==> src/rtl/pll_lockdet_pkg.sv <==
package pll_lockdet_pkg;

    localparam int RUN_W = 8;

    typedef enum logic [1:0] {
        MS_IDLE,
        MS_WAIT_FB,
        MS_WAIT_REF
    } meas_state_t;

    typedef enum logic {
        LS_HUNT,
        LS_LOCKED
    } lock_state_t;

    // Number of consecutive good cycles needed for each count setting
    function automatic logic [RUN_W-1:0] run_target(input logic [1:0] sel);
        logic [RUN_W-1:0] t;
        unique case (sel)
            2'd0: t = RUN_W'(5);
            2'd1: t = RUN_W'(16);
            2'd2: t = RUN_W'(64);
            default: t = RUN_W'(255);
        endcase
        return t;
    endfunction

endpackage

==> src/rtl/edge_sync.sv <==
module edge_sync #(
    parameter int STAGES = 2
) (
    input  logic clk,
    input  logic rst_n,
    input  logic async_in,
    output logic rise
);
    logic [STAGES-1:0] chain;
    logic              last_q;

    genvar g;
    generate
        for (g = 0; g < STAGES; g++) begin : g_stage
            if (g == 0) begin : g_first
                always_ff @(posedge clk or negedge rst_n) begin
                    if (!rst_n) chain[0] <= 1'b0;
                    else        chain[0] <= async_in;
                end
            end else begin : g_next
                always_ff @(posedge clk or negedge rst_n) begin
                    if (!rst_n) chain[g] <= 1'b0;
                    else        chain[g] <= chain[g-1];
                end
            end
        end
    endgenerate

    always_ff @(posedge clk or negedge rst_n) begin
        if (!rst_n) last_q <= 1'b0;
        else        last_q <= chain[STAGES-1];
    end

    assign rise = chain[STAGES-1] & ~last_q;
endmodule

==> src/rtl/skew_meter.sv <==
module skew_meter
    import pll_lockdet_pkg::*;
#(
    parameter int TIMEOUT_TICKS = 40,
    parameter int MW            = $clog2(TIMEOUT_TICKS + 1)
) (
    input  logic          clk,
    input  logic          rst_n,
    input  logic          ref_rise,
    input  logic          fb_rise,
    output logic          meas_valid,
    output logic [MW-1:0] meas_ticks,
    output logic          meas_timeout
);
    localparam logic [MW-1:0] TO_LIM = MW'(TIMEOUT_TICKS);
    localparam logic [MW-1:0] ONE    = MW'(1);

    meas_state_t   st_q, st_n;
    logic [MW-1:0] tick_q, tick_n;
    logic          val_n, tmo_n;
    logic [MW-1:0] res_n;

    always_comb begin
        st_n   = st_q;
        tick_n = tick_q;
        val_n  = 1'b0;
        tmo_n  = 1'b0;
        res_n  = meas_ticks;
        unique case (st_q)
            MS_IDLE: begin
                if (ref_rise && fb_rise) begin
                    val_n = 1'b1;
                    res_n = '0;
                end else if (ref_rise) begin
                    st_n   = MS_WAIT_FB;
                    tick_n = ONE;
                end else if (fb_rise) begin
                    st_n   = MS_WAIT_REF;
                    tick_n = ONE;
                end
            end
            MS_WAIT_FB, MS_WAIT_REF: begin
                if ((st_q == MS_WAIT_FB) ? fb_rise : ref_rise) begin
                    val_n = 1'b1;
                    res_n = tick_q;
                    st_n  = MS_IDLE;
                end else if (tick_q == TO_LIM) begin
                    val_n = 1'b1;
                    tmo_n = 1'b1;
                    res_n = tick_q;
                    st_n  = MS_IDLE;
                end else begin
                    tick_n = tick_q + ONE;
                end
            end
            default: st_n = MS_IDLE;
        endcase
    end

    // State register
    always_ff @(posedge clk or negedge rst_n) begin
        if (!rst_n) begin
            st_q   <= MS_IDLE;
            tick_q <= '0;
        end else begin
            st_q   <= st_n;
            tick_q <= tick_n;
        end
    end

    // Output register
    always_ff @(posedge clk or negedge rst_n) begin
        if (!rst_n) begin
            meas_valid   <= 1'b0;
            meas_ticks   <= '0;
            meas_timeout <= 1'b0;
        end else begin
            meas_valid   <= val_n;
            meas_ticks   <= res_n;
            meas_timeout <= tmo_n;
        end
    end
endmodule

==> src/rtl/lock_fsm.sv <==
module lock_fsm
    import pll_lockdet_pkg::*;
#(
    parameter int MW            = 6,
    parameter int LOCK_NARROW   = 4,
    parameter int UNLOCK_NARROW = 8,
    parameter int LOCK_WIDE     = 8,
    parameter int UNLOCK_WIDE   = 16
) (
    input  logic             clk,
    input  logic             rst_n,
    input  logic             meas_valid,
    input  logic [MW-1:0]    meas_ticks,
    input  logic             meas_timeout,
    input  logic             win_sel,
    input  logic [1:0]       cnt_sel,
    output logic             lock,
    output logic [RUN_W-1:0] run_cnt
);
    localparam logic [MW-1:0] LN = MW'(LOCK_NARROW);
    localparam logic [MW-1:0] UN = MW'(UNLOCK_NARROW);
    localparam logic [MW-1:0] LW = MW'(LOCK_WIDE);
    localparam logic [MW-1:0] UW = MW'(UNLOCK_WIDE);

    lock_state_t      st_q, st_n;
    logic [RUN_W-1:0] run_n, run_inc;
    logic [MW-1:0]    lock_thr, unlock_thr;
    logic             is_good, is_bad;

    assign lock_thr   = win_sel ? LW : LN;
    assign unlock_thr = win_sel ? UW : UN;
    assign is_good    = !meas_timeout && (meas_ticks < lock_thr);
    assign is_bad     = meas_timeout || (meas_ticks > unlock_thr);
    assign run_inc    = run_cnt + RUN_W'(1);

    always_comb begin
        st_n  = st_q;
        run_n = run_cnt;
        unique case (st_q)
            LS_HUNT: begin
                if (meas_valid) begin
                    if (!is_good) begin
                        run_n = '0;
                    end else if (run_inc >= run_target(cnt_sel)) begin
                        st_n  = LS_LOCKED;
                        run_n = '0;
                    end else begin
                        run_n = run_inc;
                    end
                end
            end
            LS_LOCKED: begin
                if (meas_valid && is_bad) begin
                    st_n  = LS_HUNT;
                    run_n = '0;
                end
            end
            default: st_n = LS_HUNT;
        endcase
    end

    // State register
    always_ff @(posedge clk or negedge rst_n) begin
        if (!rst_n) begin
            st_q    <= LS_HUNT;
            run_cnt <= '0;
        end else begin
            st_q    <= st_n;
            run_cnt <= run_n;
        end
    end

    // Output register
    always_ff @(posedge clk or negedge rst_n) begin
        if (!rst_n) lock <= 1'b0;
        else        lock <= (st_n == LS_LOCKED);
    end
endmodule

==> src/rtl/pll_lock_watch.sv <==
module pll_lock_watch
    import pll_lockdet_pkg::*;
#(
    parameter int TIMEOUT_TICKS = 40,
    parameter int LOCK_NARROW   = 4,
    parameter int UNLOCK_NARROW = 8,
    parameter int LOCK_WIDE     = 8,
    parameter int UNLOCK_WIDE   = 16,
    parameter int SYNC_STAGES   = 2
) (
    input  logic       clk,
    input  logic       rst_n,
    input  logic       ref_in,
    input  logic       fb_in,
    input  logic       win_sel,
    input  logic [1:0] cnt_sel,
    output logic       lock_o
);
    localparam int MW = $clog2(TIMEOUT_TICKS + 1);

    logic [1:0]       raw_in;
    logic [1:0]       rise;
    logic             meas_valid;
    logic [MW-1:0]    meas_ticks;
    logic             meas_timeout;
    logic [RUN_W-1:0] run_cnt;

    assign raw_in = {fb_in, ref_in};

    genvar k;
    generate
        for (k = 0; k < 2; k++) begin : g_sync
            edge_sync #(.STAGES(SYNC_STAGES)) i_sync (
                .clk      (clk),
                .rst_n    (rst_n),
                .async_in (raw_in[k]),
                .rise     (rise[k])
            );
        end
    endgenerate

    skew_meter #(.TIMEOUT_TICKS(TIMEOUT_TICKS), .MW(MW)) i_meter (
        .clk          (clk),
        .rst_n        (rst_n),
        .ref_rise     (rise[0]),
        .fb_rise      (rise[1]),
        .meas_valid   (meas_valid),
        .meas_ticks   (meas_ticks),
        .meas_timeout (meas_timeout)
    );

    lock_fsm #(
        .MW            (MW),
        .LOCK_NARROW   (LOCK_NARROW),
        .UNLOCK_NARROW (UNLOCK_NARROW),
        .LOCK_WIDE     (LOCK_WIDE),
        .UNLOCK_WIDE   (UNLOCK_WIDE)
    ) i_fsm (
        .clk          (clk),
        .rst_n        (rst_n),
        .meas_valid   (meas_valid),
        .meas_ticks   (meas_ticks),
        .meas_timeout (meas_timeout),
        .win_sel      (win_sel),
        .cnt_sel      (cnt_sel),
        .lock         (lock_o),
        .run_cnt      (run_cnt)
    );
endmodule

==> config.mk <==
export PLATFORM = sky130hd
export DESIGN_NAME = pll_lock_watch
export DESIGN_NICKNAME = d
export VERILOG_FILES = /design/src/rtl/pll_lockdet_pkg.sv /design/src/rtl/edge_sync.sv /design/src/rtl/skew_meter.sv /design/src/rtl/lock_fsm.sv /design/src/rtl/pll_lock_watch.sv
export SDC_FILE = /design/constraint.sdc
export NUM_CORES = 1
export LEC_CHECK = 0
export CORE_ASPECT_RATIO = 0.9
export CORE_UTILIZATION = 40
export DETAILED_ROUTE_END_ITERATION = 16
export DONT_BUFFER_PORTS = 1
export HOLD_SLACK_MARGIN = 0.03
export SLEW_MARGIN = 20
export SYNTH_ARGS = -nofsm -noshare
export SYNTH_HDL_FRONTEND = slang
export SYNTH_SLANG_ARGS = --single-unit
==> constraint.sdc <==
create_clock -name clk -period 3.24 [get_ports clk]
set_input_delay 0.324 -clock clk [delete_from_list [all_inputs] [get_ports clk]]
set_output_delay 0.324 -clock clk [all_outputs]
set_load 0.01 [all_outputs]
==> impl_metrics.ini <==
[clock_tree]
clk-insertion-delay-late_ns = 0.28
clk_pin_slew_ns = 0.07
root_buffer = clkbuf_8
tritoncts = yes
cts_resized = 0
cts_made_buffers = 5
cts_hold_buf = 2
postCtsSetupBuffers = 0
cts.sink_count = 31
cts_max_level = 2
clk_path_buf_depth = 2

[critical_path]
crit_path_max_incr_delay_ns = 0.47
crit_buf_inv = 0
crit_type = reg2reg
crit_fanout = 7
critPathCaptureType = register
worst-endpoint-required_ns = 3.41
start_kind = register
cp_top_family = compound AO/OA/AOI/OAI gates
worstPathArrival_ns = 2.71
crit_path_cell_trace = ha_1 -> nand3_1 -> xnor2_1 -> ha_1 -> o21a_1 -> a21oi_2 -> o31ai_2 -> nor2_4 -> a221o_1
cpMaxStageDelayCell = o31ai_2
crit_top_cell = ha_1

[grt]
gr-usage-all-layers_pct = 16.2
grt_max_degree = 32
grt_pass1_wl_mm = 6.56
grt.overflow.total = 0
grt_pass1_vias = 1399
antenna_found_initial = 0

[layout]
drive_gt1_share_pct = 12.8
postLayoutCoreUtil_pct = 47.1
final_cell_mix = 31 x dfrtp_1, 20 x ha_1, 18 x inv_1, 16 x nand2_1, 10 x nor2_1
diodes = 0
multi_input_area_sq_mm = 0.00112
seq_area_sq_um = 776
fillers = 445
area_growth_pct = 9.46
fin_nets = 229
layout_commonest_cell = dfrtp_1
final_area_sq_mm = 0.00217

[detailed_routing]
first_pass_iters = 4
vias_per_cell = 5.43
route.detailed.drc = 0
vias = 1440
drt_wl_total_mm = 3.68
drtIter0Drc = 79
post_drt_wl_per_cell_microns = 13.9
route.antenna.remaining_nets = 0

[die]
ios = 8
core_region_area_sq_mm = 0.00460
die-area_sq_mm = 0.00524
start_util_pct = 43.1
die_w_microns = 76.2
die_y_microns = 68.8
rows = 23

[placement]
port_buffers = 0
place_area_sq_mm = 0.00204
place_ws_ns = 0.699
globalplace.congestion = 0.876
dp_hpwl_mm = 2.71

[synthesis]
synth-edff-count = 0
synth-main-ff-cell = dfrtp_1
synth_area_sq_mm = 0.00198
synth_warnings = 0
ys_seq_area_share_pct = 39.1
syn-num-nets = 225
ys_async_sr_fraction_pct = 100
syn_inst = 198
ys_types = 58
synth_seq_cells = 31
avgSynthCellArea_sq_um = 10.0

[sta]
layout_min_cycle_time_ns = 2.54
skew_ns = 0.00277
fin_crit_sh_pct = 78.5
final.setup.tns_ns = 0
final_hold_viol_count = 0
worst_pin_slew_ns = 0.648
setup_slack_ns = 0.698
fmax_ghz = 0.393
slew_headroom_pct = 56.8
setup_viol_count_final = 0
rsz0062_at_grt = false
drv_slew = 0

[pwr]
power_density_mw_per_mm2 = 773
finalPower_mw = 1.68
p_leak_nw = 1.01
combPwrFrac_pct = 45.7
p_int_mw = 1.01
power_frac_seq_pct = 34.0
ir_worst_vdd_v = 0.000439
switching_share_pct = 39.9
p_clk_share_pct = 20.2
switchingPower_mw = 0.670

[flow_run]
cap_violations = 0

[run_status]
status = completed

[worst_hold_path]
hp-class = in2reg
==> routing by layer <==
metal / vias to the layer above / track usage (%) / wire length, microns
li1: 710 / - / -
met1: 690 / 21.5 / 1850
met2: 33 / 24.7 / 1600
met3: 7 / 5.00 / 175
met4: 0 / 6.97 / 53
met5: - / 0 / 0
==> cell usage after synthesis, types with 3 or more instances <==
library cell  count  area (sq um)
a21oi_1           8          40.0
a22o_1            6          52.6
dfrtp_1          31           776
ha_1             20           250
inv_1            18          67.6
mux2i_1           9          90.1
nand2_1          16          60.1
nand3_1           7          35.0
nor2_1           10          37.5
nor3_1            3          15.0
o21ai_0           5          25.0
o21ai_1           4          20.0
xnor2_1           3          26.3
xor2_1            6          52.6
==> cell families after synthesis <==
kind of cell    Yosys count  share of synthesized area, %
flops                    31                          39.1
mux                      10                          5.11
simple gates             62                          17.5
xor+xnor                  9                          3.97
fa+ha+maj                20                          12.6
buf+inv                  23                          4.61
compound gates           43                          17.0
==> cell type report <==
type	instances	area share [%]
Clock buffer	7	4.44
Tap cell	62	3.57
Timing Repair Buffer	2	1.38
Inverter	18	3.11
Clock inverter	1	0.346
Sequential cell	31	35.7
Multi-Input combinational cell	144	51.4
==> registers in the layout, indices dropped and copies added, names as in the netlist <==
signal and count:
i_fsm.st_q 1, i_meter.st_q 2, i_meter.tick_q 6, i_meter.meas_ticks 6, g_sync.i_sync.chain 4, i_meter.meas_timeout 1, i_meter.meas_valid 1, i_fsm.run_cnt 8
g_sync.i_sync.last_q 2
==> through the flow <==
step | hold WS (ns) | std cells
after floorplan | 0.0284 | 198
after global placement | 0.0296 | 255
after detailed placement | 0.0296 | 255
after CTS | 0.0593 | 265
after global routing | 0.0508 | 265
final | 0.0707 | 265
==> worst reg2reg max path, cell delays in order, from the launching register on <==
cell and delay, ns:
dfrtp_1 0.41, ha_1 0.27, nand3_1 0.14, xnor2_1 0.18, ha_1 0.29, o21a_1 0.15, a21oi_2 0.07, o31ai_2 0.47
nor2_4 0.10, a221o_1 0.36
==> power by group through the flow <==
stage	sequential [mW]	clock [mW]	combinational [mW]
after CTS	0.570	0.349	0.766
final	0.571	0.339	0.767
after detailed placement	0.578	0	0.747
after floorplan	0.546	0	0.643
after global placement	0.572	0	0.720
after global routing	0.587	0.368	0.862
==> worst paths after layout <==
path	from	end	slack, ns	depth (start not counted)
max	i_fsm.run_cnt[0]$_DFFE_PN0P_	i_fsm.run_cnt[2]$_DFFE_PN0P_	0.70	9
max in group asynchronous	rst_n	g_sync[1].i_sync.chain[1]$_DFF_PN0_	2.57	2
min in group asynchronous	rst_n	i_meter.tick_q[4]$_DFFE_PN0P_	0.49	2
min reg2reg	g_sync[1].i_sync.chain[0]$_DFF_PN0_	g_sync[1].i_sync.chain[1]$_DFF_PN0_	0.35	0
max reg2reg	i_fsm.run_cnt[0]$_DFFE_PN0P_	i_fsm.run_cnt[2]$_DFFE_PN0P_	0.70	9
min	ref_in	g_sync[0].i_sync.chain[0]$_DFF_PN0_	0.07	0
(Power assumes the default switching activity.)
